$ cat src/rtl/sram_port_pkg.sv
package sram_port_pkg;

    localparam int SEL_W = 3;
    localparam int TIM_W = 2;
    localparam int SZ_W  = 2;

    // register select codes
    localparam logic [SEL_W-1:0] RS_CTRL  = 3'd0;
    localparam logic [SEL_W-1:0] RS_WDATA = 3'd1;
    localparam logic [SEL_W-1:0] RS_RDATA = 3'd2;
    localparam logic [SEL_W-1:0] RS_BASE  = 3'd3;
    localparam logic [SEL_W-1:0] RS_OFFA  = 3'd4;
    localparam logic [SEL_W-1:0] RS_OFFB  = 3'd5;

    // control / status bit positions
    localparam int CB_SIZE  = 0;
    localparam int CB_TIM   = 2;
    localparam int CB_STYLE = 4;
    localparam int CB_OSEL  = 5;
    localparam int CB_IE    = 6;
    localparam int CB_BUSY  = 7;
    localparam int CB_DONE  = 8;
    localparam int CB_OVR   = 9;

    typedef enum logic [1:0] {
        SQ_IDLE   = 2'd0,
        SQ_STROBE = 2'd1,
        SQ_GAP    = 2'd2
    } seq_state_e;

endpackage

$ cat src/rtl/sram_byte_seq.sv
module sram_byte_seq
    import sram_port_pkg::*;
#(
    parameter int ADDR_W = 22,
    parameter int BYTE_W = 8,
    parameter int WORD_W = 24
) (
    input  logic                          clk,
    input  logic                          rst_n,
    input  logic                          start_i,
    input  logic                          start_rd_i,
    input  logic [ADDR_W-1:0]             start_addr_i,
    input  logic [WORD_W-1:0]             start_word_i,
    input  logic [((WORD_W/BYTE_W)>1 ? $clog2(WORD_W/BYTE_W) : 1)-1:0] start_len_i,
    input  logic [TIM_W-1:0]              start_tim_i,
    input  logic [BYTE_W-1:0]             sram_din_i,
    output logic                          busy_o,
    output logic                          fin_o,
    output logic                          fin_rd_o,
    output logic [WORD_W-1:0]             rd_word_o,
    output logic [ADDR_W-1:0]             sram_addr_o,
    output logic [BYTE_W-1:0]             sram_dout_o,
    output logic                          sram_oe_o,
    output logic                          sram_rd_n_o,
    output logic                          sram_we_n_o
);

    localparam int NBYTES = WORD_W / BYTE_W;
    localparam int LEN_W  = (NBYTES > 1) ? $clog2(NBYTES) : 1;
    localparam int SH_W   = $clog2(WORD_W);

    typedef struct packed {
        seq_state_e          st;
        logic [TIM_W-1:0]    cnt;
        logic [TIM_W-1:0]    tim;
        logic [LEN_W-1:0]    left;
        logic                is_rd;
        logic [ADDR_W-1:0]   addr;
        logic [WORD_W-1:0]   wbuf;
        logic [WORD_W-1:0]   acc;
        logic [BYTE_W-1:0]   dout;
        logic                oe;
        logic                rd_n;
        logic                we_n;
    } seq_t;

    seq_t q, n;
    logic [SH_W-1:0]   shamt;
    logic [WORD_W-1:0] wstart;
    logic              fin;

    always_comb begin
        n      = q;
        fin    = 1'b0;
        shamt  = SH_W'(BYTE_W) * (SH_W'(NBYTES - 1) - SH_W'(start_len_i));
        wstart = start_word_i << shamt;
        unique case (q.st)
            SQ_IDLE: begin
                if (start_i) begin
                    n.st    = SQ_STROBE;
                    n.cnt   = '0;
                    n.tim   = start_tim_i;
                    n.left  = start_len_i;
                    n.is_rd = start_rd_i;
                    n.addr  = start_addr_i;
                    n.wbuf  = wstart;
                    n.acc   = '0;
                    n.dout  = wstart[WORD_W-1 -: BYTE_W];
                    n.rd_n  = !start_rd_i;
                    n.we_n  = start_rd_i;
                    n.oe    = !start_rd_i;
                end
            end
            SQ_STROBE: begin
                if (q.cnt == q.tim) begin
                    if (q.is_rd) begin
                        n.acc = {q.acc[WORD_W-BYTE_W-1:0], sram_din_i};
                    end
                    n.wbuf = q.wbuf << BYTE_W;
                    n.rd_n = 1'b1;
                    n.we_n = 1'b1;
                    n.oe   = 1'b0;
                    if (q.left == '0) begin
                        n.st = SQ_IDLE;
                        fin  = 1'b1;
                    end else begin
                        n.st   = SQ_GAP;
                        n.left = q.left - 1'b1;
                    end
                end else begin
                    n.cnt = q.cnt + 1'b1;
                end
            end
            SQ_GAP: begin
                n.st   = SQ_STROBE;
                n.cnt  = '0;
                n.addr = q.addr + 1'b1;
                n.dout = q.wbuf[WORD_W-1 -: BYTE_W];
                n.rd_n = !q.is_rd;
                n.we_n = q.is_rd;
                n.oe   = !q.is_rd;
            end
            default: n.st = SQ_IDLE;
        endcase
    end

    always_ff @(posedge clk or negedge rst_n) begin
        if (!rst_n) begin
            q      <= '0;
            q.rd_n <= 1'b1;
            q.we_n <= 1'b1;
        end else begin
            q <= n;
        end
    end

    assign busy_o      = (q.st != SQ_IDLE);
    assign fin_o       = fin;
    assign fin_rd_o    = fin && q.is_rd;
    assign rd_word_o   = n.acc;
    assign sram_addr_o = q.addr;
    assign sram_dout_o = q.dout;
    assign sram_oe_o   = q.oe;
    assign sram_rd_n_o = q.rd_n;
    assign sram_we_n_o = q.we_n;

    AST_ONE_STROBE: assert property (@(posedge clk) disable iff (!rst_n)
        !(!q.rd_n && !q.we_n));
    AST_DRIVE_ON_WRITE: assert property (@(posedge clk) disable iff (!rst_n)
        q.oe == !q.we_n);
    AST_ADDR_STEP: assert property (@(posedge clk) disable iff (!rst_n)
        (q.st == SQ_GAP) |=> (q.addr == $past(q.addr) + 1'b1));
    AST_STROBE_LEN: assert property (@(posedge clk) disable iff (!rst_n)
        (q.st == SQ_STROBE) |-> (q.cnt <= q.tim));
    AST_START_WHEN_IDLE: assert property (@(posedge clk) disable iff (!rst_n)
        start_i |-> (q.st == SQ_IDLE));

endmodule

$ cat src/rtl/sram_reg_file.sv
module sram_reg_file
    import sram_port_pkg::*;
#(
    parameter int ADDR_W = 22,
    parameter int BYTE_W = 8,
    parameter int WORD_W = 24
) (
    input  logic                          clk,
    input  logic                          rst_n,
    input  logic [SEL_W-1:0]              reg_sel_i,
    input  logic                          reg_wr_i,
    input  logic                          reg_rd_i,
    input  logic [WORD_W-1:0]             reg_wdata_i,
    output logic [WORD_W-1:0]             reg_rdata_o,
    output logic                          irq_o,
    input  logic                          busy_i,
    input  logic                          fin_i,
    input  logic                          fin_rd_i,
    input  logic [WORD_W-1:0]             rd_word_i,
    output logic                          start_o,
    output logic                          start_rd_o,
    output logic [ADDR_W-1:0]             start_addr_o,
    output logic [WORD_W-1:0]             start_word_o,
    output logic [((WORD_W/BYTE_W)>1 ? $clog2(WORD_W/BYTE_W) : 1)-1:0] start_len_o,
    output logic [TIM_W-1:0]              start_tim_o
);

    localparam int NBYTES = WORD_W / BYTE_W;
    localparam int LEN_W  = (NBYTES > 1) ? $clog2(NBYTES) : 1;

    typedef struct packed {
        logic [SZ_W-1:0]   size;
        logic [TIM_W-1:0]  tim;
        logic              style;
        logic              osel;
        logic              ie;
        logic              done;
        logic              ovr;
        logic [ADDR_W-1:0] base;
        logic [ADDR_W-1:0] offa;
        logic [ADDR_W-1:0] offb;
        logic [WORD_W-1:0] rdata;
    } regs_t;

    regs_t q, n;
    logic wr_trig, off_trig, rdr_trig, any_trig, start, ovr_set;
    logic [ADDR_W-1:0] off_pick;
    logic [LEN_W-1:0]  len_m1;

    always_comb begin
        wr_trig  = reg_wr_i && (reg_sel_i == RS_WDATA);
        off_trig = reg_wr_i && ((reg_sel_i == RS_OFFA) || (reg_sel_i == RS_OFFB)) && !q.style;
        rdr_trig = reg_rd_i && (reg_sel_i == RS_RDATA) && q.style;
        any_trig = wr_trig || off_trig || rdr_trig;
        start    = any_trig && !busy_i;
        ovr_set  = (any_trig && busy_i) || (wr_trig && rdr_trig);

        if (off_trig) off_pick = reg_wdata_i[ADDR_W-1:0];
        else          off_pick = q.osel ? q.offb : q.offa;

        if (int'(q.size) >= NBYTES - 1) len_m1 = LEN_W'(NBYTES - 1);
        else                            len_m1 = LEN_W'(q.size);

        n = q;
        if (reg_wr_i) begin
            unique case (reg_sel_i)
                RS_CTRL: begin
                    n.size  = reg_wdata_i[CB_SIZE +: SZ_W];
                    n.tim   = reg_wdata_i[CB_TIM +: TIM_W];
                    n.style = reg_wdata_i[CB_STYLE];
                    n.osel  = reg_wdata_i[CB_OSEL];
                    n.ie    = reg_wdata_i[CB_IE];
                    if (reg_wdata_i[CB_DONE]) n.done = 1'b0;
                    if (reg_wdata_i[CB_OVR])  n.ovr  = 1'b0;
                end
                RS_BASE: n.base = reg_wdata_i[ADDR_W-1:0];
                RS_OFFA: n.offa = reg_wdata_i[ADDR_W-1:0];
                RS_OFFB: n.offb = reg_wdata_i[ADDR_W-1:0];
                default: ;
            endcase
        end
        if (start)    n.done  = 1'b0;
        if (fin_i)    n.done  = 1'b1;
        if (fin_rd_i) n.rdata = rd_word_i;
        if (ovr_set)  n.ovr   = 1'b1;
    end

    always_ff @(posedge clk or negedge rst_n) begin
        if (!rst_n) q <= '0;
        else        q <= n;
    end

    always_comb begin
        reg_rdata_o = '0;
        unique case (reg_sel_i)
            RS_CTRL: begin
                reg_rdata_o[CB_SIZE +: SZ_W]  = q.size;
                reg_rdata_o[CB_TIM +: TIM_W]  = q.tim;
                reg_rdata_o[CB_STYLE]         = q.style;
                reg_rdata_o[CB_OSEL]          = q.osel;
                reg_rdata_o[CB_IE]            = q.ie;
                reg_rdata_o[CB_BUSY]          = busy_i;
                reg_rdata_o[CB_DONE]          = q.done;
                reg_rdata_o[CB_OVR]           = q.ovr;
            end
            RS_RDATA: reg_rdata_o = q.rdata;
            RS_BASE:  reg_rdata_o[ADDR_W-1:0] = q.base;
            RS_OFFA:  reg_rdata_o[ADDR_W-1:0] = q.offa;
            RS_OFFB:  reg_rdata_o[ADDR_W-1:0] = q.offb;
            default:  reg_rdata_o = '0;
        endcase
    end

    assign irq_o        = q.done && q.ie;
    assign start_o      = start;
    assign start_rd_o   = !wr_trig;
    assign start_addr_o = q.base + off_pick;
    assign start_word_o = reg_wdata_i;
    assign start_len_o  = len_m1;
    assign start_tim_o  = q.tim;

    AST_OVERRUN_STICKY: assert property (@(posedge clk) disable iff (!rst_n)
        (busy_i && any_trig) |=> q.ovr);
    AST_DONE_AFTER_FIN: assert property (@(posedge clk) disable iff (!rst_n)
        fin_i |=> q.done);
    AST_BUSY_NOT_DONE: assert property (@(posedge clk) disable iff (!rst_n)
        $rose(busy_i) |-> !q.done);

endmodule

$ cat src/rtl/ext_sram_ctrl.sv
module ext_sram_ctrl
    import sram_port_pkg::*;
#(
    parameter int ADDR_W = 22,
    parameter int BYTE_W = 8,
    parameter int WORD_W = 24
) (
    input  logic              clk,
    input  logic              rst_n,
    input  logic [2:0]        reg_sel,
    input  logic              reg_wr,
    input  logic              reg_rd,
    input  logic [WORD_W-1:0] reg_wdata,
    output logic [WORD_W-1:0] reg_rdata,
    output logic              irq,
    output logic [ADDR_W-1:0] sram_addr,
    output logic [BYTE_W-1:0] sram_dout,
    input  logic [BYTE_W-1:0] sram_din,
    output logic              sram_dout_en,
    output logic              sram_rd_n,
    output logic              sram_we_n
);

    localparam int NBYTES = WORD_W / BYTE_W;
    localparam int LEN_W  = (NBYTES > 1) ? $clog2(NBYTES) : 1;

    logic              busy, fin, fin_rd, start, start_rd;
    logic [WORD_W-1:0] rd_word, start_word;
    logic [ADDR_W-1:0] start_addr;
    logic [LEN_W-1:0]  start_len;
    logic [TIM_W-1:0]  start_tim;

    sram_reg_file #(.ADDR_W(ADDR_W), .BYTE_W(BYTE_W), .WORD_W(WORD_W)) u_regs (
        .clk          (clk),
        .rst_n        (rst_n),
        .reg_sel_i    (reg_sel),
        .reg_wr_i     (reg_wr),
        .reg_rd_i     (reg_rd),
        .reg_wdata_i  (reg_wdata),
        .reg_rdata_o  (reg_rdata),
        .irq_o        (irq),
        .busy_i       (busy),
        .fin_i        (fin),
        .fin_rd_i     (fin_rd),
        .rd_word_i    (rd_word),
        .start_o      (start),
        .start_rd_o   (start_rd),
        .start_addr_o (start_addr),
        .start_word_o (start_word),
        .start_len_o  (start_len),
        .start_tim_o  (start_tim)
    );

    sram_byte_seq #(.ADDR_W(ADDR_W), .BYTE_W(BYTE_W), .WORD_W(WORD_W)) u_seq (
        .clk          (clk),
        .rst_n        (rst_n),
        .start_i      (start),
        .start_rd_i   (start_rd),
        .start_addr_i (start_addr),
        .start_word_i (start_word),
        .start_len_i  (start_len),
        .start_tim_i  (start_tim),
        .sram_din_i   (sram_din),
        .busy_o       (busy),
        .fin_o        (fin),
        .fin_rd_o     (fin_rd),
        .rd_word_o    (rd_word),
        .sram_addr_o  (sram_addr),
        .sram_dout_o  (sram_dout),
        .sram_oe_o    (sram_dout_en),
        .sram_rd_n_o  (sram_rd_n),
        .sram_we_n_o  (sram_we_n)
    );

    AST_IRQ_NEEDS_IDLE: assert property (@(posedge clk) disable iff (!rst_n)
        irq |-> !busy);

endmodule

$ cat config.mk
export PLATFORM = sky130hd
export DESIGN_NAME = ext_sram_ctrl
export DESIGN_NICKNAME = d
export VERILOG_FILES = /design/src/rtl/sram_port_pkg.sv /design/src/rtl/sram_byte_seq.sv /design/src/rtl/sram_reg_file.sv /design/src/rtl/ext_sram_ctrl.sv
export SDC_FILE = /design/constraint.sdc
export NUM_CORES = 1
export LEC_CHECK = 0
export BUFFER_PORTS_ARGS = -buffer_cell sky130_fd_sc_hd__buf_2
export CAP_MARGIN = 20
export CORE_ASPECT_RATIO = 1.5
export CORE_UTILIZATION = 27
export DETAILED_ROUTE_END_ITERATION = 7
export GPL_TIMING_DRIVEN = 1
export PLACE_DENSITY = 0.41
export SYNTH_ARGS = -nofsm -noshare
export SYNTH_HDL_FRONTEND = slang
export SYNTH_SLANG_ARGS = --single-unit
$ cat constraint.sdc
create_clock -name clk -period 4.1 [get_ports clk]
set_input_delay 0.615 -clock clk [delete_from_list [all_inputs] [get_ports clk]]
set_output_delay 0.615 -clock clk [all_outputs]
set_load 0.05 [all_outputs]
==> flow_metrics.tcl, run 1 <==
set metrics [dict create \
    ys_ff_latch 189 \
    p_per_area_nw_per_um2 708 \
    seq_area_sq_um 4730 \
    max-vdd-ir-drop_uv 363 \
    ios 97 \
    clockBufferDepth 2 \
    clock-root-buffer "clkbuf_16" \
    post_cts_buffers 0 \
    synth.distinct_cells 78 \
    viasPerCell 5.01 \
    fillers 4360 \
    r2r_slack_ns 0.79 \
    synth_edf_count 0 \
    dp_slack_ns 0.594 \
    rows 91 \
    holdBufCountCts 0 \
    yosys.area.top_type "dfrtp_1" \
    multi_input_comb_area_sq_um 5930 \
    crit_path_end "u_seq.sram_addr_o[18]" \
    setup_viol 0 \
    path_clk_slew_ns 0.07 \
    cts_htree_levels 4 \
    worst_setup_path_start_kind "register" \
    setup_tns_ns 0 \
    io_buffers 96 \
    antenna_found_initial 1 \
    post_cts_resized 0 \
    synth_simple_gate_area_share_pct 13.0 \
    wl_per_cell_um 21.0 \
    yosys.area_share.adder_pct 3.63 \
    layout_setup_ws_ns 0.787 \
    drt_wl_total_um 36800 \
    seq_area_frac_synth_pct 42.1 \
    synthArstFlopShare_pct 100 \
    final.min_clock_period_ns 3.31 \
    wl_met3_um 989 \
    synthesis.nets 1209 \
    highest_layer "met5" \
    worst_pin_slew_ns 1.04 \
    design_area_sq_um 12700 \
    grt_overflow 0 \
    placed_area_sq_um 12200 \
    insertion_delay_ns 0.46 \
    outcome "finished clean" \
    timing.critical_path.mode_cell "a21oi_1" \
    relSlewSlack_pct 30.3 \
    dieArea_sq_um 42500 \
    maxCapViolations 0 \
    ant_nets 0 \
    path_cells "buf_12 -> mux2i_1 -> a21oi_1 -> ha_1 -> a21oi_1 -> nor2_1 -> o311ai_0 -> a21oi_1 -> o21a_1 -> o31ai_1" \
    syn_area_sq_um 11200 \
    synth_most_common_cell "dfrtp_1" \
    dp.cells 1720 \
    firstDrtPassIters 5 \
    met2_wirelength_um 18700 \
    cts_num_sinks 189 \
    maxSlewViolCount 0 \
    drive_gt1_share_pct 21.9 \
    areaGrowthSynthToFinish_pct 13.0 \
    r2r_start "u_regs.q[93]" \
    synth_compound_area_share_pct 19.0 \
    synth-main-ff-cell "dfrtp_1" \
    grt_max_degree 82 \
    hold_path_class "primary input to asynchronous set/reset pin" \
    required_ns 4.46 \
    synthMuxAreaShare_pct 15.7 \
    criticalPathCategory "register to register" \
    critPathMaxFanout 17 \
    max_freq_ghz 0.302 \
    reg2reg_to "u_seq.sram_addr_o[18]" \
    rsz0062_at_grt "false" \
    grt_pass1_vias 8914 \
    dp_hpwl_um 27500 \
    layout.nets 1252 \
    syn_inst 1138 \
    place.gp.congestion 0.874 \
    yosys-top-cells-area "dfrtp_1 (42%), mux2i_1 (7.8%), mux2_2 (7.8%)" \
    die_y_um 252 \
    final_cells 1752 \
    synthXorXnorAreaFrac_pct 1.32 \
    coreArea_sq_um 41100 \
    drt_iter0_markers 624 \
    post-route-drc-count 0 \
    grt.total_usage_pct 18.0 \
    synth_top_area_share_pct 41.6 \
    max_stage_delay_ns 0.65 \
    fin_skew_ns 0.00929 \
    critPathArrivalTime_ns 3.67 \
    start_util_pct 27.3 \
    end_kind "register" \
    ys_warn_count 0 \
    cts_tree "yes" \
    die_w_um 169 \
    avgSynthCellArea_sq_um 9.88 \
    p_total_uw 8990 \
    antenna_cells 0 \
    dr_total_vias 8784 \
    crit_start "u_regs.q[93]" \
    fin_crit_sh_pct 80.8 \
    final_hold_viol_count 0 \
    ff2ff_path_depth 10 \
    cp_slowest_cell "dfrtp_1" \
    p_leak_uw 0.00559 \
    synth_common_cells "dfrtp_1 (187), a21oi_1 (120), nor2_1 (106)" \
    drt-met1-wl_um 16000 \
    synth_top_family_by_area "compound AO/OA/AOI/OAI gates" \
    numCtsBuffers 17 \
    grt_pass1_wl_um 56900 \
]
==> power breakdown <==
group	leakage (uW)	switching (uW)	total (uW)	internal [uW]
registers	0.00233	607	3080	2470
logic	0.00300	2770	4280	1510
clock network	0.000262	775	1630	857
total	0.00559	4150	8990	4840
==> metal layers <==
metal | vias to the layer above | global-route usage [%]
met1 | 4341 | 22.4
met4 | 2 | 7.01
met5 | - | 0
met3 | 38 | 2.42
met2 | 162 | 31.2
li1 | 4241 | -
==> registers in the layout, indices dropped and copies added (netlist names) <==
signal / count
u_seq.q: 57
u_seq.sram_addr_o: 22
u_seq.sram_dout_o: 8
u_regs.q: 97
u_seq.sram_rd_n_o: 1
u_seq.sram_we_n_o: 1
u_regs.start_tim_o: 2
u_seq.sram_oe_o: 1
==> stage by stage <==
stage / utilization, % / hold WS [ns]
floorplan: - / 0.319
global placement: 29.6 / 0.448
detailed placement: 29.6 / 0.455
CTS: 30.9 / 0.221
global route: 30.9 / 0.248
finish: 30.9 / 0.205
==> cell families (layout without fill, tap and decap cells) <==
logic type	Yosys count	after routing
AO/OA/AOI/OAI	324	324
flip-flops	189	189
AND/OR/NAND/NOR	296	296
buffers and inverters	114	170
adder cells (fa/ha/maj)	32	32
XOR/XNOR	17	17
multiplexers	166	166
==> critical path: cells and delay by family (launching register included) <==
family / cells / cell delay [ns]
compound gates: 6 / 1.55
fa+ha+maj: 1 / 0.36
buf+inv: 1 / 0.25
flops: 1 / 0.65
mux: 1 / 0.32
simple gates: 1 / 0.09
==> worst min path at each step <==
| stage | slack, ns | start | to | cells after the start |
|---|---|---|---|---|
| global placement | 0.45 | u_seq.q[40] | u_seq.q[40] | 2 |
| global route | 0.25 | rst_n | u_regs.q[26] | 1 |
| detailed placement | 0.45 | u_seq.q[35] | u_seq.q[35] | 2 |
| floorplan | 0.32 | rst_n | u_regs.q[0] | 0 |
| CTS | 0.22 | rst_n | u_regs.q[26] | 1 |
| finish | 0.21 | rst_n | u_regs.q[26] | 1 |
==> cell usage in the layout, fill, tap and decap left out, types with 6 or more instances in the layout <==
cell / synthesis / final
dfrtp_1: 187 / 187
a21oi_1: 120 / 120
nor2_1: 106 / 106
buf_2: 23 / 94
mux2i_1: 88 / 88
nand2_1: 86 / 86
mux2_2: 78 / 78
o21ai_0: 55 / 55
ha_1: 31 / 31
buf_4: 32 / 26
nand3_1: 25 / 25
a22o_1: 24 / 24
o22a_1: 20 / 20
clkbuf_16: 0 / 17
inv_1: 14 / 14
and3_1: 12 / 12
nor3_1: 10 / 9
nand4_1: 9 / 9
xnor2_1: 9 / 9
o21ai_1: 10 / 9
xor2_1: 8 / 8
a21o_1: 8 / 8
o31ai_1: 8 / 8
a222oi_1: 8 / 8
and2_1: 7 / 7
or4b_2: 7 / 7
a22oi_1: 7 / 7
o22ai_1: 6 / 6
o211ai_1: 6 / 6
==> area by class of cell <==
class | instances | area share [%]
multi-input combinational | 835 | 46.7
sequential | 189 | 37.3
timing repair buffer | 124 | 5.82
tap | 558 | 5.50
clock buffer | 23 | 3.61
clock inverter | 9 | 0.709
inverter | 14 | 0.414
(Power assumes the default switching activity.)
==> run 2, diff against run 1 <==
==> constraint.sdc (replaced) <==
create_clock -name clk -period 3.4 [get_ports clk]
set_input_delay 0.51 -clock clk [delete_from_list [all_inputs] [get_ports clk]]
set_output_delay 0.51 -clock clk [all_outputs]
set_load 0.05 [all_outputs]
==> run 2 against run 1 <==
  * Global-route usage is 0.29 points higher
  * Die area unchanged
  * Register-to-register slack worse by 0.45 ns
  * First-iteration DRC count is 7.1% lower
  * Clock power increased by 36%
  * Critical endpoint is now u_seq.sram_addr_o[21]
  * Largest power group unchanged
  * Highest routed layer unchanged
==> flow_metrics.tcl, run 2 (synthesis results as in run 1) <==
set metrics [dict create \
    layout.nets 1293 \
    placed_area_sq_um 12500 \
    maxSlewViolCount 0 \
    dr_total_vias 8999 \
    worst_pin_slew_ns 0.843 \
    dp_hpwl_um 28700 \
    numCtsBuffers 17 \
    maxCapViolations 0 \
    drt_wl_total_um 37700 \
    viasPerCell 5.02 \
    setup_tns_ns 0 \
    end_kind "register" \
    path_clk_slew_ns 0.07 \
    largest_reg_flops 97 \
    fin_crit_sh_pct 90.2 \
    required_ns 3.79 \
    io_buffers 96 \
    cts_htree_levels 4 \
    p_leak_uw 0.00583 \
    regMostFlops "u_regs.q" \
    final_cells 1793 \
    drt_iter0_markers 580 \
    dieArea_sq_um 42500 \
    fin_skew_ns 0.0104 \
    criticalPathCategory "register to register" \
    clock-root-buffer "clkbuf_16" \
    grt_overflow 0 \
    critPathArrivalTime_ns 3.46 \
    firstDrtPassIters 6 \
    max_freq_ghz 0.326 \
    post_cts_buffers 0 \
    cp_slowest_cell "or4_1" \
    insertion_delay_ns 0.46 \
    critPathMaxFanout 24 \
    grt.total_usage_pct 18.3 \
    p_per_area_nw_per_um2 866 \
    final_common_cell "dfrtp_1" \
    crit_path_end "u_seq.sram_addr_o[21]" \
    ant_nets 0 \
    die_w_um 169 \
    cts_num_sinks 189 \
    rsz0062_at_grt "false" \
    die_y_um 252 \
    coreArea_sq_um 41100 \
    relSlewSlack_pct 43.8 \
    ios 97 \
    cts_tree "yes" \
    design_area_sq_um 13100 \
    post_cts_resized 0 \
    path_cells "buf_12 -> mux2i_1 -> a21oi_1 -> ha_1 -> o211ai_1 -> o211ai_1 -> a21oi_1 -> o32ai_2 -> or4_1 -> nand3_1" \
    grt_pass1_wl_um 57800 \
    most-common-layout-cells "dfrtp_1 (187), a21oi_1 (120), nor2_1 (106)" \
    wl_per_cell_um 21.0 \
    final_hold_viol_count 0 \
    final.min_clock_period_ns 3.07 \
    holdBufCountCts 0 \
    dp.cells 1761 \
    areaGrowthSynthToFinish_pct 16.5 \
    start_util_pct 27.3 \
    clockBufferDepth 2 \
    antenna_found_initial 1 \
    post-route-drc-count 0 \
    grt_max_degree 81 \
    hold_path_class "primary input to asynchronous set/reset pin" \
    antenna_cells 0 \
    r2r_start "u_regs.q[93]" \
    worst_setup_path_start_kind "register" \
    ff2ff_path_depth 10 \
    max-vdd-ir-drop_uv 333 \
    r2r_slack_ns 0.33 \
    max_stage_delay_ns 0.52 \
    rows 91 \
    grt_pass1_vias 9092 \
    reg2reg_to "u_seq.sram_addr_o[21]" \
    outcome "finished clean" \
    crit_start "u_regs.q[93]" \
    setup_viol 0 \
    drive_gt1_share_pct 24.7 \
    place.gp.congestion 0.842 \
]
==> run 2: cell types whose count changed in the layout (fill, tap and decap cells not counted), sizes merged <==
cell      change
bufinv        +3
inv           +2
clkinvlp      +1
clkbuf        -3
buf          +41
clkinv        -3
==> run 2: how the worst min path moves through the flow <==
| stage | slack, ns | end | cells after the start |
|---|---|---|---|
| 2_1_floorplan | 0.21 | u_regs.q[0] | 0 |
| 3_3_place_gp | 0.45 | u_seq.q[41] | 2 |
| 3_5_place_dp | 0.46 | u_seq.q[41] | 2 |
| 4_1_cts | 0.04 | u_seq.q[15] | 1 |
| 5_1_grt | 0.07 | u_seq.q[15] | 1 |
| 6_report | 0.03 | u_seq.q[15] | 1 |
==> run 2: layer usage <==
layer	global-route usage (%)	up-vias	share of wire, %
li1	-	4328	-
met1	22.0	4479	43
met2	32.4	149	51
met3	2.12	41	2.4
met4	8.23	2	3.2
met5	0	-	0.034
==> run 2: cell type report <==
class | instances | area (sq um)
Clock inverter | 12 | 185
Clock buffer | 20 | 437
Timing Repair Buffer | 165 | 1060
Tap cell | 558 | 698
Multi-Input combinational cell | 835 | 5930
Inverter | 14 | 52.6
Sequential cell | 189 | 4730
Fill cell | 4339 | 28000
==> run 2: power by group <==
part | switching [uW] | internal [uW]
clock | 972 | 1240
sequential | 714 | 2980
combinational | 3410 | 2020
total | 5090 | 6240
==> run 2: stage by stage <==
step	worst slack [ns]	power [uW]	util [%]	hold slack (ns)
finish	0.334	11300	31.9	0.0311
global route	0.126	12100	31.9	0.0676
CTS	0.288	11500	31.9	0.0423
detailed placement	0.0421	9200	30.3	0.459
global placement	0.0815	9170	30.3	0.448
floorplan	0.0897	7550	-	0.214
==> run 2: worst max-delay path, delay by kind of cell, from the launching register on <==
family	cells	cell delay (ns)
muxes	1	0.38
adders and majority gates	1	0.30
and+or+nand+nor	2	0.61
DFF	1	0.38
buffers and inverters	1	0.23
AOI/OAI and AO/OA	5	1.10
==> run 3, diff against run 2 <==
--- a/config.mk
+++ b/config.mk
@@ -9,6 +9,7 @@
 export CAP_MARGIN = 20
 export CORE_ASPECT_RATIO = 1.5
 export CORE_UTILIZATION = 27
+export CTS_BUF_LIST = sky130_fd_sc_hd__clkbuf_8
 export DETAILED_ROUTE_END_ITERATION = 7
 export GPL_TIMING_DRIVEN = 1
 export PLACE_DENSITY = 0.41
==> run 3 against run 2 <==
  * Maximum frequency rose by 0.90%
  * Sequential share of layout area rose by 0.50 points
  * Clock-buffer cell count fell by 3
  * Die area did not move
  * Worst hold slack improved by 0.20 ns
  * Critical path depth did not move
  * Core utilization fell by 0.44 points
  * Clock power fell by 23%
  * Clock skew rose by 0.0085 ns
  * Critical path type unchanged
  * Largest cell class unchanged
  * Largest power group unchanged
==> flow_metrics.tcl, run 3 (synthesis results as in run 1) <==
set metrics [dict create \
    grtUsageMet1_pct 22.0 \
    grt.total_usage_pct 18.3 \
    worst_setup_path_start_kind "register" \
    firstDrtPassIters 5 \
    ios 97 \
    ff2ff_path_depth 10 \
    path_clk_slew_ns 0.11 \
    path_cells "buf_12 -> mux2i_1 -> a21oi_1 -> ha_1 -> o211ai_1 -> o211ai_1 -> a21oi_1 -> o32ai_2 -> or4_1 -> nand3_1" \
    p_per_area_nw_per_um2 839 \
    insertion_delay_ns 0.52 \
    critPathMaxFanout 24 \
    regMostFlops "u_regs.q" \
    final_common_cell "dfrtp_1" \
    io_buffers 96 \
    clockBufferDepth 2 \
    grt_max_degree 81 \
    multi_input_comb_area_sq_um 5930 \
    setup_tns_ns 0 \
    dp_hpwl_um 28700 \
    drt_iter0_markers 614 \
    antenna_found_initial 2 \
    final_hold_viol_count 0 \
    grt_pass1_vias 9079 \
    grt_use_met3_pct 2.46 \
    dieArea_sq_um 42500 \
    grt_pass1_wl_um 57900 \
    drive_gt1_share_pct 24.7 \
    placed_area_sq_um 12500 \
    most-common-layout-cells "dfrtp_1 (187), a21oi_1 (120), nor2_1 (106)" \
    numCtsBuffers 17 \
    design_area_sq_um 12900 \
    p_total_uw 10800 \
    relSlewSlack_pct 45.1 \
    layout.nets 1294 \
    die_y_um 252 \
    viasPerCell 5.00 \
    whs_path_depth 2 \
    dr_total_vias 8979 \
    rows 91 \
    rsz0062_at_grt "false" \
    seq_area_sq_um 4730 \
    max_stage_delay_ns 0.52 \
    post-route-drc-count 0 \
    wl_per_cell_um 21.0 \
    start_util_pct 27.3 \
    hold_path_class "primary input to register" \
    cts_htree_levels 4 \
    r2r_slack_ns 0.36 \
    final.min_clock_period_ns 3.04 \
    max_freq_ghz 0.329 \
    setup_viol 0 \
    ant_nets 0 \
    cts_tree "yes" \
    grt_overflow 0 \
    fin_util_pct 31.4 \
    fin_skew_ns 0.0189 \
    fin_crit_sh_pct 89.4 \
    fillers 4354 \
    maxCapViolations 0 \
    required_ns 3.86 \
    largest_reg_flops 97 \
    coreArea_sq_um 41100 \
    post_cts_resized 0 \
    die_w_um 169 \
    drt_wl_total_um 37600 \
    outcome "finished clean" \
    maxSlewViolCount 0 \
    areaGrowthSynthToFinish_pct 14.9 \
    place.gp.congestion 0.842 \
    cp_slowest_cell "or4_1" \
    post_cts_buffers 0 \
    worst_pin_slew_ns 0.816 \
    top_usage_layer "met2" \
    cts_num_sinks 189 \
    end_kind "register" \
    p_leak_uw 0.00576 \
    clock-root-buffer "clkbuf_8" \
    criticalPathCategory "register to register" \
    max-vdd-ir-drop_uv 321 \
    critPathArrivalTime_ns 3.49 \
    holdBufCountCts 1 \
    use_met2_pct 32.9 \
]
## run 3: cell types whose count changed in the layout (fill, tap and decap cells not counted), sizes merged
cell and delta:
clkbuf -3, diode +1, dlygate4sd3 +1, inv +3
## run 3: path summary, 6_finish.rpt
check | start | end
worst max-delay path | u_regs.q[93] | u_seq.sram_addr_o[21]
max in group asynchronous | rst_n | u_seq.q[47]
worst min register to register | u_seq.q[40] | u_seq.q[40]
worst max register to register | u_regs.q[93] | u_seq.sram_addr_o[21]
worst min-delay path | sram_din[5] | u_seq.q[16]
min in group asynchronous | rst_n | u_seq.q[15]
## run 3: through the flow
step / std cells / worst slack [ns] / hold slack, ns
4_1_cts: 1794 / 0.282 / 0.202
5_1_grt: 1795 / 0.116 / 0.227
6_report: 1795 / 0.361 / 0.233
2_1_floorplan: 1138 / 0.0897 / 0.214
3_5_place_dp: 1761 / 0.0421 / 0.459
3_3_place_gp: 1761 / 0.0815 / 0.448
## run 3: area by class of cell
cell class                      instances  share of cell area (%)
Clock buffer                           17                    1.81
Inverter                               14                   0.407
Sequential cell                       189                    36.6
Multi-Input combinational cell        835                    45.9
Tap cell                              558                    5.41
Clock inverter                         15                    1.52
Antenna cell                            1                  0.0194
Timing Repair Buffer                  166                    8.28
## run 3: critical path, delay by kind of cell (launching register included)
kind | cells | cell delay, ns
compound gates | 5 | 1.08
fa+ha+maj | 1 | 0.30
buf+inv | 1 | 0.23
flops | 1 | 0.39
mux | 1 | 0.37
simple gates | 2 | 0.61
## run 3: layer usage
layer	part of all wire, %	vias up
li1	-	4323
met1	43	4469
met2	52	149
met3	2.4	36
met4	2.4	2
met5	0.035	-
## run 3: power breakdown
part	switching, uW	leakage [uW]	internal (uW)
sequential	713	0.00233	2980
combinational	3420	0.00321	2020
clock	908	0.000218	801
